### src/rtl/dba_pkg.sv
package dba_pkg;
  localparam int NREQ = 4;
  // request slot index; a larger index has higher priority
  typedef enum logic [1:0] {
    SRC_TX_NORM = 2'd0,
    SRC_RX_NORM = 2'd1,
    SRC_TX_URG  = 2'd2,
    SRC_RX_URG  = 2'd3
  } src_e;
  typedef enum logic {ARB_IDLE = 1'b0, ARB_BUSY = 1'b1} arb_state_e;
endpackage

### src/rtl/dba_req_gen.sv
module dba_req_gen #(
  parameter int DEPTH = 64,
  parameter int LVL_W = $clog2(DEPTH + 1)
) (
  input  logic [LVL_W-1:0] tx_free,
  input  logic             tx_want,
  input  logic             tx_frame_active,
  input  logic [LVL_W-1:0] tx_burst_thr,
  input  logic [LVL_W-1:0] tx_urg_thr,
  input  logic [LVL_W-1:0] rx_fill,
  input  logic [LVL_W-1:0] rx_burst_thr,
  input  logic [LVL_W-1:0] rx_urg_thr,
  output logic [dba_pkg::NREQ-1:0] req
);
  import dba_pkg::*;
  localparam int W = LVL_W + 1;

  // entries on the other side of a level: occupancy from free, free from fill
  function automatic logic [W-1:0] complement_of(input logic [LVL_W-1:0] lvl);
    return W'(DEPTH) - {1'b0, lvl};
  endfunction

  function automatic logic below(input logic [W-1:0] amount, input logic [LVL_W-1:0] thr);
    return amount < {1'b0, thr};
  endfunction

  logic [W-1:0] tx_used, rx_room;
  logic tx_eff, tx_urg, rx_eff, rx_urg;

  assign tx_used = complement_of(tx_free);
  assign rx_room = complement_of(rx_fill);
  assign tx_eff  = tx_want && (tx_free >= tx_burst_thr);
  assign tx_urg  = tx_frame_active && below(tx_used, tx_urg_thr);
  assign rx_eff  = (rx_fill != '0) && (rx_fill >= rx_burst_thr);
  assign rx_urg  = below(rx_room, rx_urg_thr);

  always_comb begin
    req = '0;
    req[SRC_TX_NORM] = tx_eff;
    req[SRC_RX_NORM] = rx_eff;
    req[SRC_TX_URG]  = tx_urg;
    req[SRC_RX_URG]  = rx_urg;
  end
endmodule

### src/rtl/dba_prio_pick.sv
module dba_prio_pick #(
  parameter int N = 4
) (
  input  logic [N-1:0] req,
  output logic [N-1:0] pick
);
  genvar i;
  generate
    for (i = 0; i < N; i++) begin : g_slot
      if (i == N - 1) begin : g_top
        assign pick[i] = req[i];
      end else begin : g_low
        assign pick[i] = req[i] && !(|req[N-1:i+1]);
      end
    end
  endgenerate

  always_comb begin
    AST_PICK_ONE: assert (req == '0 || $countones(pick) == 1);
  end
endmodule

### src/rtl/dba_grant_fsm.sv
module dba_grant_fsm #(
  parameter int N = 4
) (
  input  logic         clk,
  input  logic         rst_n,
  input  logic         bus_idle,
  input  logic         burst_done,
  input  logic         mwi_disable,
  input  logic         mrl_disable,
  input  logic [N-1:0] req,
  input  logic [N-1:0] pick,
  output logic [N-1:0] gnt,
  output logic         use_mwi,
  output logic         use_mrl
);
  import dba_pkg::*;

  arb_state_e state;
  logic grant_start, grant_end, pick_is_rx, pick_is_tx;

  // named events for the assertions
  assign grant_start = (state == ARB_IDLE) && bus_idle && (|req);
  assign grant_end   = (state == ARB_BUSY) && burst_done;
  assign pick_is_rx  = pick[SRC_RX_NORM] || pick[SRC_RX_URG];
  assign pick_is_tx  = pick[SRC_TX_NORM] || pick[SRC_TX_URG];

  function automatic logic [N-1:0] above_mask(input logic [N-1:0] onehot);
    return ~((onehot << 1) - N'(1));
  endfunction

  always_ff @(posedge clk or negedge rst_n) begin
    if (!rst_n) begin
      state   <= ARB_IDLE;
      gnt     <= '0;
      use_mwi <= 1'b0;
      use_mrl <= 1'b0;
    end else if (grant_end) begin
      state   <= ARB_IDLE;
      gnt     <= '0;
      use_mwi <= 1'b0;
      use_mrl <= 1'b0;
    end else if (grant_start) begin
      state   <= ARB_BUSY;
      gnt     <= pick;
      use_mwi <= pick_is_rx && !mwi_disable;
      use_mrl <= pick_is_tx && !mrl_disable;
    end
  end

  AST_ONE_GRANT: assert property (@(posedge clk) disable iff (!rst_n)
    $onehot0(gnt));
  AST_GRANT_HOLD: assert property (@(posedge clk) disable iff (!rst_n)
    ((|gnt) && !burst_done) |=> $stable(gnt));
  AST_DONE_GAP: assert property (@(posedge clk) disable iff (!rst_n)
    ((|gnt) && burst_done) |=> (gnt == '0));
  AST_NEED_IDLE: assert property (@(posedge clk) disable iff (!rst_n)
    ((gnt == '0) && !bus_idle) |=> (gnt == '0));
  AST_PRIO_WIN: assert property (@(posedge clk) disable iff (!rst_n)
    ((|gnt) && !$past(|gnt)) |->
      ((($past(req) & above_mask(gnt)) == '0) && (($past(req) & gnt) != '0)));
  AST_MWI_RX: assert property (@(posedge clk) disable iff (!rst_n)
    use_mwi |-> (gnt[SRC_RX_NORM] || gnt[SRC_RX_URG]));
  AST_MRL_TX: assert property (@(posedge clk) disable iff (!rst_n)
    use_mrl |-> (gnt[SRC_TX_NORM] || gnt[SRC_TX_URG]));
endmodule

### src/rtl/dma_bus_arbiter.sv
module dma_bus_arbiter #(
  parameter int DEPTH = 64,
  parameter int LVL_W = $clog2(DEPTH + 1)
) (
  input  logic             clk,
  input  logic             rst_n,
  input  logic [LVL_W-1:0] tx_free,
  input  logic             tx_want,
  input  logic             tx_frame_active,
  input  logic [LVL_W-1:0] tx_burst_thr,
  input  logic [LVL_W-1:0] tx_urg_thr,
  input  logic [LVL_W-1:0] rx_fill,
  input  logic [LVL_W-1:0] rx_burst_thr,
  input  logic [LVL_W-1:0] rx_urg_thr,
  input  logic             mwi_disable,
  input  logic             mrl_disable,
  input  logic             bus_idle,
  input  logic             burst_done,
  output logic             gnt_tx,
  output logic             gnt_rx,
  output logic             gnt_tx_urg,
  output logic             gnt_rx_urg,
  output logic             use_mwi,
  output logic             use_mrl
);
  import dba_pkg::*;

  logic [NREQ-1:0] req, pick, gnt;

  dba_req_gen #(.DEPTH(DEPTH), .LVL_W(LVL_W)) u_req (
    .tx_free(tx_free), .tx_want(tx_want), .tx_frame_active(tx_frame_active),
    .tx_burst_thr(tx_burst_thr), .tx_urg_thr(tx_urg_thr),
    .rx_fill(rx_fill), .rx_burst_thr(rx_burst_thr), .rx_urg_thr(rx_urg_thr),
    .req(req)
  );

  dba_prio_pick #(.N(NREQ)) u_pick (.req(req), .pick(pick));

  dba_grant_fsm #(.N(NREQ)) u_fsm (
    .clk(clk), .rst_n(rst_n), .bus_idle(bus_idle), .burst_done(burst_done),
    .mwi_disable(mwi_disable), .mrl_disable(mrl_disable),
    .req(req), .pick(pick), .gnt(gnt), .use_mwi(use_mwi), .use_mrl(use_mrl)
  );

  assign gnt_tx     = gnt[SRC_TX_NORM];
  assign gnt_rx     = gnt[SRC_RX_NORM];
  assign gnt_tx_urg = gnt[SRC_TX_URG];
  assign gnt_rx_urg = gnt[SRC_RX_URG];

  AST_TX_BURST_ROOM: assert property (@(posedge clk) disable iff (!rst_n)
    (gnt_tx && !$past(gnt_tx)) |-> $past(tx_free >= tx_burst_thr));
endmodule

### config.mk
export PLATFORM = sky130hd
export DESIGN_NAME = dma_bus_arbiter
export DESIGN_NICKNAME = d
export VERILOG_FILES = /design/src/rtl/dba_pkg.sv /design/src/rtl/dba_req_gen.sv /design/src/rtl/dba_prio_pick.sv /design/src/rtl/dba_grant_fsm.sv /design/src/rtl/dma_bus_arbiter.sv
export SDC_FILE = /design/constraint.sdc
export NUM_CORES = 1
export LEC_CHECK = 0
export BUFFER_PORTS_ARGS = -buffer_cell sky130_fd_sc_hd__buf_2
export CAP_MARGIN = 20
export CORE_MARGIN = 2
export CORE_UTILIZATION = 47
export CTS_CLUSTER_DIAMETER = 40
export DETAILED_ROUTE_END_ITERATION = 16
export GPL_TIMING_DRIVEN = 0
export PLACE_DENSITY = 0.8
export SYNTH_ARGS = -nofsm -noshare
export SYNTH_HDL_FRONTEND = slang
export SYNTH_SLANG_ARGS = --single-unit
### constraint.sdc
create_clock -name clk -period 1.5 [get_ports clk]
set_input_delay 0.075 -clock clk [delete_from_list [all_inputs] [get_ports clk]]
set_output_delay 0.075 -clock clk [all_outputs]
set_load 0.05 [all_outputs]
### Word-level counts from Yosys, hierarchy flattened

Cells that the tools add are included.

* ROM bits: 0
* bits in registers: 7
* input port bits: 50
* output and inout bits: 6
* bits in latches: 0
* memories kept: 0
* bits in writable memories: 0

* eq/ne operators: 0
* bitwise operators: 1
* order comparisons: 4
* div/mod/pow operators: 0
* reduce and logical (&&, ||, !) cells: 23
* add/subtract/negate cells: 2
* muxes and demuxes: 8
* shift-type cells: 0
* multiply operators: 0

Operators with widths (number)
* < comparator 8 x 7 -> 1 bit: 2
* subtractor 7 x 7 -> 8 bit, first input constant: 2
* greater-or-equal comparator 7 bit: 2
* logical AND 1 bit: 11
* 2-to-1 mux 4 bit: 2
* nonzero test 7 bit: 1
* 2-to-1 mux 1 bit: 6
* zero test 1 bit: 5
* OR reduction 4 bit: 1
* OR reduction 3 bit: 1
* logical OR 1 bit: 2
* nonzero test 2 bit: 1
* OR reduction 2 bit: 1
* inverter 1 bit: 1

### Longest topological paths before layout

Gate-level depths: netlist of run 1.

* depth in word-level cells: 10
* mapped depth: 11
* mapped depth without buffers: 11

### By module

From an unflattened synthesis of run 1, not the netlist that was laid out.

* cell total of the unflattened synthesis: 156
* area, all modules: 1270.0 um^2

By module, submodules not included
* dba_req_gen: seq. area each 0.0 um^2, instances 1, cells an instance 121, area an instance 904.6 um^2
* dba_grant_fsm: seq. area each 175.2 um^2, instances 1, cells an instance 31, area an instance 329.1 um^2
* dba_prio_pick: seq. area each 0.0 um^2, instances 1, cells an instance 4, area an instance 36.3 um^2

### Worst setup path after synthesis of run 1

Ideal clock, no wire load.

* path type: in2reg
* from: in tx_free[1]
* to: reg u_fsm.use_mrl
* setup slack: -0.650 ns
* data arrival time: 2.028 ns
* required time: 1.378 ns
* path buffers: 0
* cell stages on the path: 10
* cell sequence: nor3_1 > nand2_1 > xor2_1 > ha_1 > a211oi_1 > nand2_1 > o221ai_1 > a21oi_2 > a31o_4 > a32o_1

* word-level cells in the longest chain between the ends: 10

RTL lines
* start, declared: RTL line dma_bus_arbiter.sv:7 `input logic [LVL_W-1:0] tx_free,`
* subtractor 7 x 7 -> 8 bit: RTL line dba_req_gen.sv:20 `return W'(DEPTH) - {1'b0, lvl};`
* < comparator 8 x 7 -> 1 bit: RTL line dba_req_gen.sv:24 `return amount < {1'b0, thr};`
* logical AND 1 bit: RTL line dba_req_gen.sv:33 `assign tx_urg = tx_frame_active && below(tx_used, tx_urg_thr);`
* OR reduction 3 bit: RTL line dba_prio_pick.sv:13 `assign pick[i] = req[i] && !(|req[N-1:i+1]);`
* zero test 1 bit: RTL line dba_prio_pick.sv:13
* logical AND 1 bit: RTL line dba_prio_pick.sv:13
* logical OR 1 bit: RTL line dba_grant_fsm.sv:25 `assign pick_is_tx = pick[SRC_TX_NORM] || pick[SRC_TX_URG];`
* logical AND 1 bit: RTL line dba_grant_fsm.sv:46 `use_mrl <= pick_is_tx && !mrl_disable;`
* 2-to-1 mux 1 bit: RTL line dba_grant_fsm.sv:42 `end else if (grant_start) begin`
* 2-to-1 mux 1 bit: RTL line dba_grant_fsm.sv:37 `end else if (grant_end) begin`
* end signal, assigned: RTL line dba_grant_fsm.sv:46
* end, declared: RTL line dba_grant_fsm.sv:14 `output logic use_mrl`

Several ways; a longest one is shown, not always the timed one. The select of a mux whose other input is x is not followed.
A chain may end at the register's enable or synchronous reset.

### Worst setup path in the final report of run 1

* from: in rx_fill[3]
* to: reg u_fsm.use_mrl

* word-level cells in the longest chain between the ends: 9

RTL lines
* start, declared: RTL line dma_bus_arbiter.sv:12 `input logic [LVL_W-1:0] rx_fill,`
* subtractor 7 x 7 -> 8 bit (tied with other cells): RTL line dba_req_gen.sv:20
* < comparator 8 x 7 -> 1 bit or logical AND 1 bit (tied branches): RTL line dba_req_gen.sv:24, dba_req_gen.sv:34
* OR reduction 3 bit: RTL line dba_prio_pick.sv:13
* zero test 1 bit: RTL line dba_prio_pick.sv:13
* logical AND 1 bit: RTL line dba_prio_pick.sv:13
* logical OR 1 bit: RTL line dba_grant_fsm.sv:25
* logical AND 1 bit: RTL line dba_grant_fsm.sv:46
* 2-to-1 mux 1 bit: RTL line dba_grant_fsm.sv:42
* 2-to-1 mux 1 bit: RTL line dba_grant_fsm.sv:37

Several ways; a longest one is shown, not always the timed one. The select of a mux whose other input is x is not followed.

==> impl_metrics.ini, run 1 <==
[run_status]
outcome = complete, but fails checks
violations = negative setup slack

[clock_tree]
cts.sink_count = 7
clock_latency_ns = 0.27
tritoncts = built
clkTransAtPathRegs_ns = 0.05
cts-root-buf = clkbuf_4
cts_buffers = 3
htreeDepth = 1
clk_path_buf_depth = 2

[synthesis]
synth.distinct_cells = 38
synth_seq_cells = 7
syn-cell-area_sq_mm = 0.00123
seq_area_frac_synth_pct = 14.3
synth_top_area_share_pct = 28.5
yosys.area.top_type = ha_1
syn-num-nets = 231
yosys_warnings = 0
synthTopCellsByArea = ha_1 (29%), dfrtp_1 (14%), inv_1 (9.2%)
postSynthCellCount = 153
syn_area_per_cell_sq_um = 8.03

[drt]
wire_per_inst_um = 13.5
ant_nets = 0
drc = 0
firstDrtPassIters = 5
top_layer = met4
vias = 1383
finalWirelength_um = 3450
drt_iter0_markers = 17
viasPerCell = 5.40
wl_met3_um = 204
wl_met1_um = 1220
dr_wl_met2_um = 2000

[power_and_ir_drop]
vdd_ir_drop_max_mv = 0.780
total_power_mw = 1.18
total_leakage_power_nw = 1.02
pwr_density_cell_mw_per_mm2 = 639

[hold_path]
hold_class = in2reg
hold_depth = 2

[global_routing]
overflow = 0
antenna_found_initial = 0
grt_pass1_vias = 1418
grt_usage_pct = 24.5
grt_pass1_wl_um = 5390
grt_max_degree = 8

[placement]
dp_hpwl_um = 2670
placed_area_sq_mm = 0.00158
numPortBuffers = 55
gp_congestion = 0.751

[final_layout]
layout_common_cells = buf_2 (49), inv_1 (28), ha_1 (25), nand2_1 (14), buf_4 (12)
syn_to_final_growth_pct = 50.2
drive_above_1_share_pct = 41.6
layout_commonest_cell = buf_2
fin_nets = 305
diodes = 0
final_cell_area_sq_mm = 0.00185

[critical_path]
crit_fanout = 5
path_class = in2reg
worstRegToRegCells = 4
crit_path_end_kind = flip-flop
arrival_ns = 2.09
crit_required_ns = 1.65
critPathLaunchType = primary input

[timing]
fin_crit_sh_pct = 130
rsz0062_at_grt = true
skew_ns = 0.00558
tightestPinTransition_ns = 0.415
timing.final.ws_setup_ns = -0.443
fmax_mhz = 515
setup_viol = 7
hold_viol_final = 0
drv_slew = 0
slew_headroom_pct = 72.3
finalCriticalPeriod_ns = 1.94

[die]
core.rowCount = 18
io_pins = 56
dieWidth_um = 55.1
initial_utilization_pct = 49.6
dieArea_sq_mm = 0.00304
core_area_sq_mm = 0.00248
die_h_um = 55.1

[run]
max_cap_violations = 0
cell families after synthesis:
kind of cell             count (synthesis)  synth area share (%)
AND/OR/NAND/NOR                         41                  16.4
XOR/XNOR                                10                  7.13
adder cells (fa/ha/maj)                 28                  28.5
multiplexers                             3                  2.44
flip-flops                               7                  14.3
AO/OA/AOI/OAI                           34                  22.1
buffers and inverters                   30                  9.17
flip-flops by register name, indices dropped and copies added (netlist names):
register,flops
u_fsm.use_mwi,1
u_fsm.gnt,4
u_fsm.state,1
u_fsm.use_mrl,1
cell type report:
cell class / instances / area (sq um)
multi-input cells: 116 / 1060
fillers: 192 / 632
repair buffers: 69 / 432
flip-flops and latches: 7 / 175
inverters: 30 / 118
well taps: 30 / 37.5
clock buffers: 4 / 26.3
critical path, stage by stage:
cell	delay, ns
buf_8	0.11
nor4_4	0.29
nand2_2	0.12
xnor2_2	0.14
ha_1	0.30
a21o_1	0.22
a211oi_4	0.26
a21oi_2	0.08
a31o_4	0.28
a32o_1	0.22
layer usage:
metal	track usage, %	vias up
li1	-	682
met1	21.8	644
met2	54.8	52
met3	2.42	5
met4	7.32	0
met5	0	-
path summary, 6_finish.rpt:
| kind | startpoint | end | slack, ns |
|---|---|---|---|
| max in group asynchronous | rst_n | u_fsm.gnt[2] | 1.16 |
| worst max-delay path | rx_fill[3] | u_fsm.use_mrl | -0.44 |
| worst min-delay path | burst_done | u_fsm.state | 0.01 |
| min in group asynchronous | rst_n | u_fsm.gnt[1] | 0.18 |
| worst min register to register | u_fsm.state | u_fsm.gnt[0] | 0.52 |
| worst max register to register | u_fsm.state | u_fsm.use_mrl | 0.26 |
synthesized netlist by cell type:
cell type   n
o21bai_1    1
a211oi_4    1
xnor2_1     6
nor4_1      1
o2111ai_1   1
nand2_1    15
a41oi_1     1
nand4_1     1
a31o_4      1
o21ai_0     3
ha_1       28
nand2b_4    1
a21oi_1     6
a32o_1      1
a31o_2      1
xor2_1      4
dfrtp_1     7
mux2i_1     3
nand3_1     3
or2_2       1
a21oi_2     1
nand3b_1    3
a21boi_0    2
o221ai_1    2
inv_1      30
a2111o_1    1
o22ai_1     1
nand2b_1    2
o21ba_2     1
o211ai_1    1
nor2_1      7
o31ai_1     1
nor2b_1     1
a21o_1      3
a211o_1     1
nor3_1      6
a211oi_1    3
o21a_1      1
power by group:
part | switching [mW] | leakage, nW | internal, mW | total, mW
registers | 0.0319 | 0.0927 | 0.232 | 0.264
logic | 0.418 | 0.908 | 0.313 | 0.731
clock network | 0.0833 | 0.0150 | 0.102 | 0.186
total | 0.533 | 1.02 | 0.647 | 1.18
timing repair:
item | 4_1_cts | 5_1_grt
buffers inserted | 11 | 2
endpoints found under the setup margin | 7 | 7
endpoints found under the hold margin | 7 | 0
pin swaps | 23 | 11
gates resized for setup | 27 | 4
hold buffers | 1 | 0
metrics by stage:
step | util, % | hold slack (ns) | worst slack [ns] | TNS [ns] | instances
after floorplan | - | -0.221 | -0.543 | -2.70 | 153
after global routing | 74.5 | 0.0103 | -0.529 | -3.38 | 256
final | 74.5 | 0.0109 | -0.443 | -2.64 | 256
after global placement | 63.9 | -0.0866 | -0.834 | -4.73 | 238
after CTS | 73.0 | 0.0101 | -0.375 | -2.24 | 254
after detailed placement | 63.9 | -0.0823 | -0.891 | -5.15 | 238
(Power assumes the default switching activity.)
==> run 2: changes to the inputs <==
--- a/config.mk
+++ b/config.mk
@@ -8,11 +8,11 @@
 export BUFFER_PORTS_ARGS = -buffer_cell sky130_fd_sc_hd__buf_2
 export CAP_MARGIN = 20
 export CORE_MARGIN = 2
-export CORE_UTILIZATION = 47
+export CORE_UTILIZATION = 43
 export CTS_CLUSTER_DIAMETER = 40
 export DETAILED_ROUTE_END_ITERATION = 16
-export GPL_TIMING_DRIVEN = 0
-export PLACE_DENSITY = 0.8
+export PLACE_DENSITY = 0.77
 export SYNTH_ARGS = -nofsm -noshare
 export SYNTH_HDL_FRONTEND = slang
 export SYNTH_SLANG_ARGS = --single-unit
+export TNS_END_PERCENT = 30
==> constraint.sdc (replaced) <==
create_clock -name clk -period 1.7 [get_ports clk]
set_input_delay 0.085 -clock clk [delete_from_list [all_inputs] [get_ports clk]]
set_output_delay 0.085 -clock clk [all_outputs]
set_load 0.05 [all_outputs]
==> run 2 against run 1 <==
Highest routed layer unchanged; sequential share of layout area down 0.24 points; largest cell class unchanged; the flow still finishes with violations (negative setup slack); cell area is 2.6% higher; total power decreased by 15%; register-to-register slack better by 0.22 ns.
==> impl_metrics.ini, run 2 (synthesis results as in run 1) <==
[critical_path]
crit_path_end_kind = flip-flop
crit_fanout = 5
arrival_ns = 2.03
slowest_stage = ha_1
cp_num_buf_inv = 1
critical-path-max-stage-delay_ns = 0.30
cp_top_family = compound AO/OA/AOI/OAI gates
cp.depth = 11
crit_required_ns = 1.84
crit_chain = buf_2 -> nor2_2 -> nand3b_1 -> xor2_1 -> ha_1 -> a21o_1 -> a21o_1 -> a211oi_4 -> a21oi_2 -> a31o_4 -> a32o_1
path_class = in2reg
worstRegToRegCells = 4
cp_common_cell = a21o_1
critPathLaunchType = primary input

[clock_tree]
clk_path_buf_depth = 2
clock_latency_ns = 0.25
cts.sink_count = 7
tritoncts = built
htreeDepth = 1
cts_buffers = 3
clkTransAtPathRegs_ns = 0.05
cts-root-buf = clkbuf_4

[global_routing]
antenna_found_initial = 0
grt_usage_pct = 20.0
grt_max_degree = 8
overflow = 0
grt_pass1_vias = 1418
grt_pass1_wl_um = 5380

[final_layout]
multi_input_area_sq_mm = 0.00101
nFillCells = 259
diodes = 0
layout_common_cells = buf_2 (51), inv_1 (28), buf_4 (28), ha_1 (27), nand2_1 (15)
final_core_util_pct = 69.3
syn_to_final_growth_pct = 54.2
regMostFlops = u_fsm.gnt
largest_reg_flops = 4
drive_above_1_share_pct = 44.0
fin_nets = 320
layout_commonest_cell = buf_2
register_area_sq_um = 175

[die]
initial_utilization_pct = 44.9
core.rowCount = 19
dieWidth_um = 57.5
io_pins = 56
core_area_sq_mm = 0.00273
die_h_um = 57.5
dieArea_sq_mm = 0.00330

[timing]
drv_slew = 0
tightestPinTransition_ns = 0.426
rsz0062_at_grt = true
setup_viol = 7
fin_crit_sh_pct = 111
fin_setup_tns_ns = -0.826
hold_viol_final = 0
slew_headroom_pct = 71.3
finalCriticalPeriod_ns = 1.89
timing.final.ws_setup_ns = -0.192
fmax_mhz = 529
skew_ns = 0.00394

[run_status]
violations = negative setup slack
outcome = complete, but fails checks

[power_and_ir_drop]
pwr_density_cell_mw_per_mm2 = 532
total_leakage_power_nw = 1.07
total_power_mw = 1.01
vdd_ir_drop_max_mv = 0.636

[run]
max_cap_violations = 0

[placement]
numPortBuffers = 55
gp_congestion = 0.858
dp_hpwl_um = 2670

[drt]
drt_iter0_markers = 33
finalWirelength_um = 3140
ant_nets = 0
wire_per_inst_um = 11.5
viasPerCell = 5.00
vias = 1359
drc = 0
firstDrtPassIters = 4

[hold_path]
hold_class = in2reg
hold_depth = 2
run 2: cell count changes in the layout (fill, tap and decap cells not counted), sizes merged:
cell  previous run  this run
buf             68        83
run 2: timing repair:
action                     CTS  global route
pin swaps                   14            15
hold endpoints to repair     7             0
setup endpoints to repair    7             7
resized for setup            8            10
hold buffers                 1             0
setup buffers                1             1
run 2: power breakdown:
group | internal (mW) | switching, mW
Sequential | 0.205 | 0.0255
Clock | 0.0895 | 0.0605
Combinational | 0.275 | 0.354
Total | 0.569 | 0.440
run 2: worst paths after layout:
path,start,to,slack (ns)
worst max-delay path,rx_fill[1],u_fsm.use_mrl,-0.19
max in group asynchronous,rst_n,u_fsm.gnt[0],1.31
worst min register to register,u_fsm.state,u_fsm.gnt[0],0.52
worst min-delay path,burst_done,u_fsm.state,0.11
worst max register to register,u_fsm.state,u_fsm.use_mrl,0.48
min in group asynchronous,rst_n,u_fsm.use_mwi,0.23
run 2: area by class of cell:
class                           instances  area share [%]
Clock buffer                            4            1.39
Inverter                               30            5.94
Multi-Input combinational cell        116            53.5
Sequential cell                         7            9.25
Tap cell                               31            2.05
Timing Repair Buffer                   84            27.9
run 2: through the flow:
step	hold slack [ns]	instances	cell area [sq um]	setup WS, ns
floorplan	-0.211	153	1270	-0.354
global placement	-0.0773	265	1780	-0.486
detailed placement	-0.0752	265	1780	-0.524
CTS	0.101	271	1850	-0.222
global route	0.104	272	1890	-0.289
finish	0.107	272	1890	-0.192
run 2: routing by layer:
layer | wire length (um) | track usage [%]
met4 | 38 | 2.99
met2 | 1630 | 38.6
met3 | 183 | 4.08
met5 | 0 | 0
met1 | 1290 | 22.8
==> run 3: changes to the inputs <==
--- a/config.mk
+++ b/config.mk
@@ -15,4 +15,4 @@
 export SYNTH_ARGS = -nofsm -noshare
 export SYNTH_HDL_FRONTEND = slang
 export SYNTH_SLANG_ARGS = --single-unit
-export TNS_END_PERCENT = 30
+export TNS_END_PERCENT = 5
==> run 3 against run 2 <==
The flow still finishes with violations (negative setup slack); utilization grew 0.69 points; die area unchanged; non-clock buffer count is 3 higher.
==> impl_metrics.ini, run 3 (synthesis results as in run 1) <==
[run_status]
outcome = complete, but fails checks
violations = negative setup slack

[timing]
skew_ns = 0.00119
rsz0062_at_grt = true
slew_headroom_pct = 70.5
fin_crit_sh_pct = 117
finalCriticalPeriod_ns = 2.00
fmax_mhz = 501
drv_slew = 0
hold_slack_ns = 0.0872
timing.final.ws_setup_ns = -0.295
fin_setup_tns_ns = -1.34
hold_viol_final = 0
setup_viol = 7
tightestPinTransition_ns = 0.443

[run]
max_cap_violations = 0

[drt]
drt_iter0_markers = 36
viasPerCell = 5.00
ant_nets = 0
wire_per_inst_um = 11.4
finalWirelength_um = 3120
firstDrtPassIters = 4
drc = 0
vias = 1376

[final_layout]
regMostFlops = u_fsm.gnt
diodes = 0
syn_to_final_growth_pct = 55.7
stdcell_count = 275
largest_reg_flops = 4
final_cell_area_sq_mm = 0.00191
final_core_util_pct = 70.0
layout_common_cells = buf_2 (52), buf_4 (30), inv_1 (28), ha_1 (27), nand2_1 (15)
fin_nets = 323
drive_above_1_share_pct = 44.3
layout_commonest_cell = buf_2

[clock_tree]
cts_buffers = 3
cts-root-buf = clkbuf_4
htreeDepth = 1
clk_path_buf_depth = 2
clock_latency_ns = 0.25
clkTransAtPathRegs_ns = 0.05
tritoncts = built
cts.sink_count = 7

[power_and_ir_drop]
vdd_ir_drop_max_mv = 0.720
total_power_mw = 1.02
total_leakage_power_nw = 1.08
pwr_density_cell_mw_per_mm2 = 533

[placement]
post-place-ws_ns = -0.573
dp_hpwl_um = 2700
placed_area_sq_mm = 0.00178
gp_congestion = 0.866
numPortBuffers = 55
dp.cells = 265

[die]
io_pins = 56
core_area_sq_mm = 0.00273
initial_utilization_pct = 44.9
dieWidth_um = 57.5
die_h_um = 57.5
dieArea_sq_mm = 0.00330
core.rowCount = 19

[global_routing]
grt_pass1_wl_um = 5380
grt_pass1_vias = 1428
antenna_found_initial = 0
grt_usage_pct = 19.7
grt_max_degree = 8
overflow = 0

[critical_path]
crit_required_ns = 1.83
arrival_ns = 2.12
crit_fanout = 5
crit_path_end_kind = flip-flop
critPathLaunchType = primary input
path_class = in2reg

[hold_path]
hold_class = in2reg
[run 3: area by class of cell]
class	instances	area (sq um)
fill	243	821
multi-input combinational	116	1010
tap	31	38.8
inverter	30	113
sequential	7	175
clock buffer	4	26.3
timing repair buffer	87	548
[run 3: layer usage]
| layer | GRT usage, % | share of wire, % |
|---|---|---|
| met1 | 23.5 | 45 |
| met2 | 37.0 | 50 |
| met3 | 3.17 | 4.8 |
| met4 | 3.65 | 0.90 |
| met5 | 0 | 0 |
[run 3: power by group]
| group | switching, mW | internal [mW] | leakage, nW |
|---|---|---|---|
| Clock | 0.0602 | 0.0895 | 0.0150 |
| Sequential | 0.0282 | 0.205 | 0.0927 |
| Combinational | 0.353 | 0.285 | 0.975 |
[run 3: critical path, cell delays in order]
cell	delay (ns)
buf_2	0.13
nor2_1	0.18
nand3b_1	0.11
xor2_1	0.15
ha_1	0.30
a21o_1	0.19
a21o_1	0.17
a211oi_4	0.19
a21oi_2	0.07
a31o_4	0.28
buf_6	0.12
mux2i_2	0.14
[run 3: final timing paths]
check | startpoint | endpoint | slack (ns) | cells after the start
min | burst_done | u_fsm.state | 0.09 | 2
max | rx_fill[1] | u_fsm.use_mwi | -0.30 | 12
min in group asynchronous | rst_n | u_fsm.gnt[1] | 0.19 | 2
max in group asynchronous | rst_n | u_fsm.use_mrl | 1.36 | 2
max reg2reg | u_fsm.state | u_fsm.use_mwi | 0.44 | 5
min reg2reg | u_fsm.gnt[1] | u_fsm.gnt[1] | 0.53 | 2
[run 3: repair_timing]
| action | in CTS | in global routing |
|---|---|---|
| resized for setup | 10 | 6 |
| hold buffers | 1 | 0 |
| endpoints found under the setup margin | 7 | 7 |
| cloned | 0 | 0 |
| pin swaps | 11 | 7 |
| endpoints found under the hold margin | 7 | 0 |
| setup buffers | 4 | 1 |
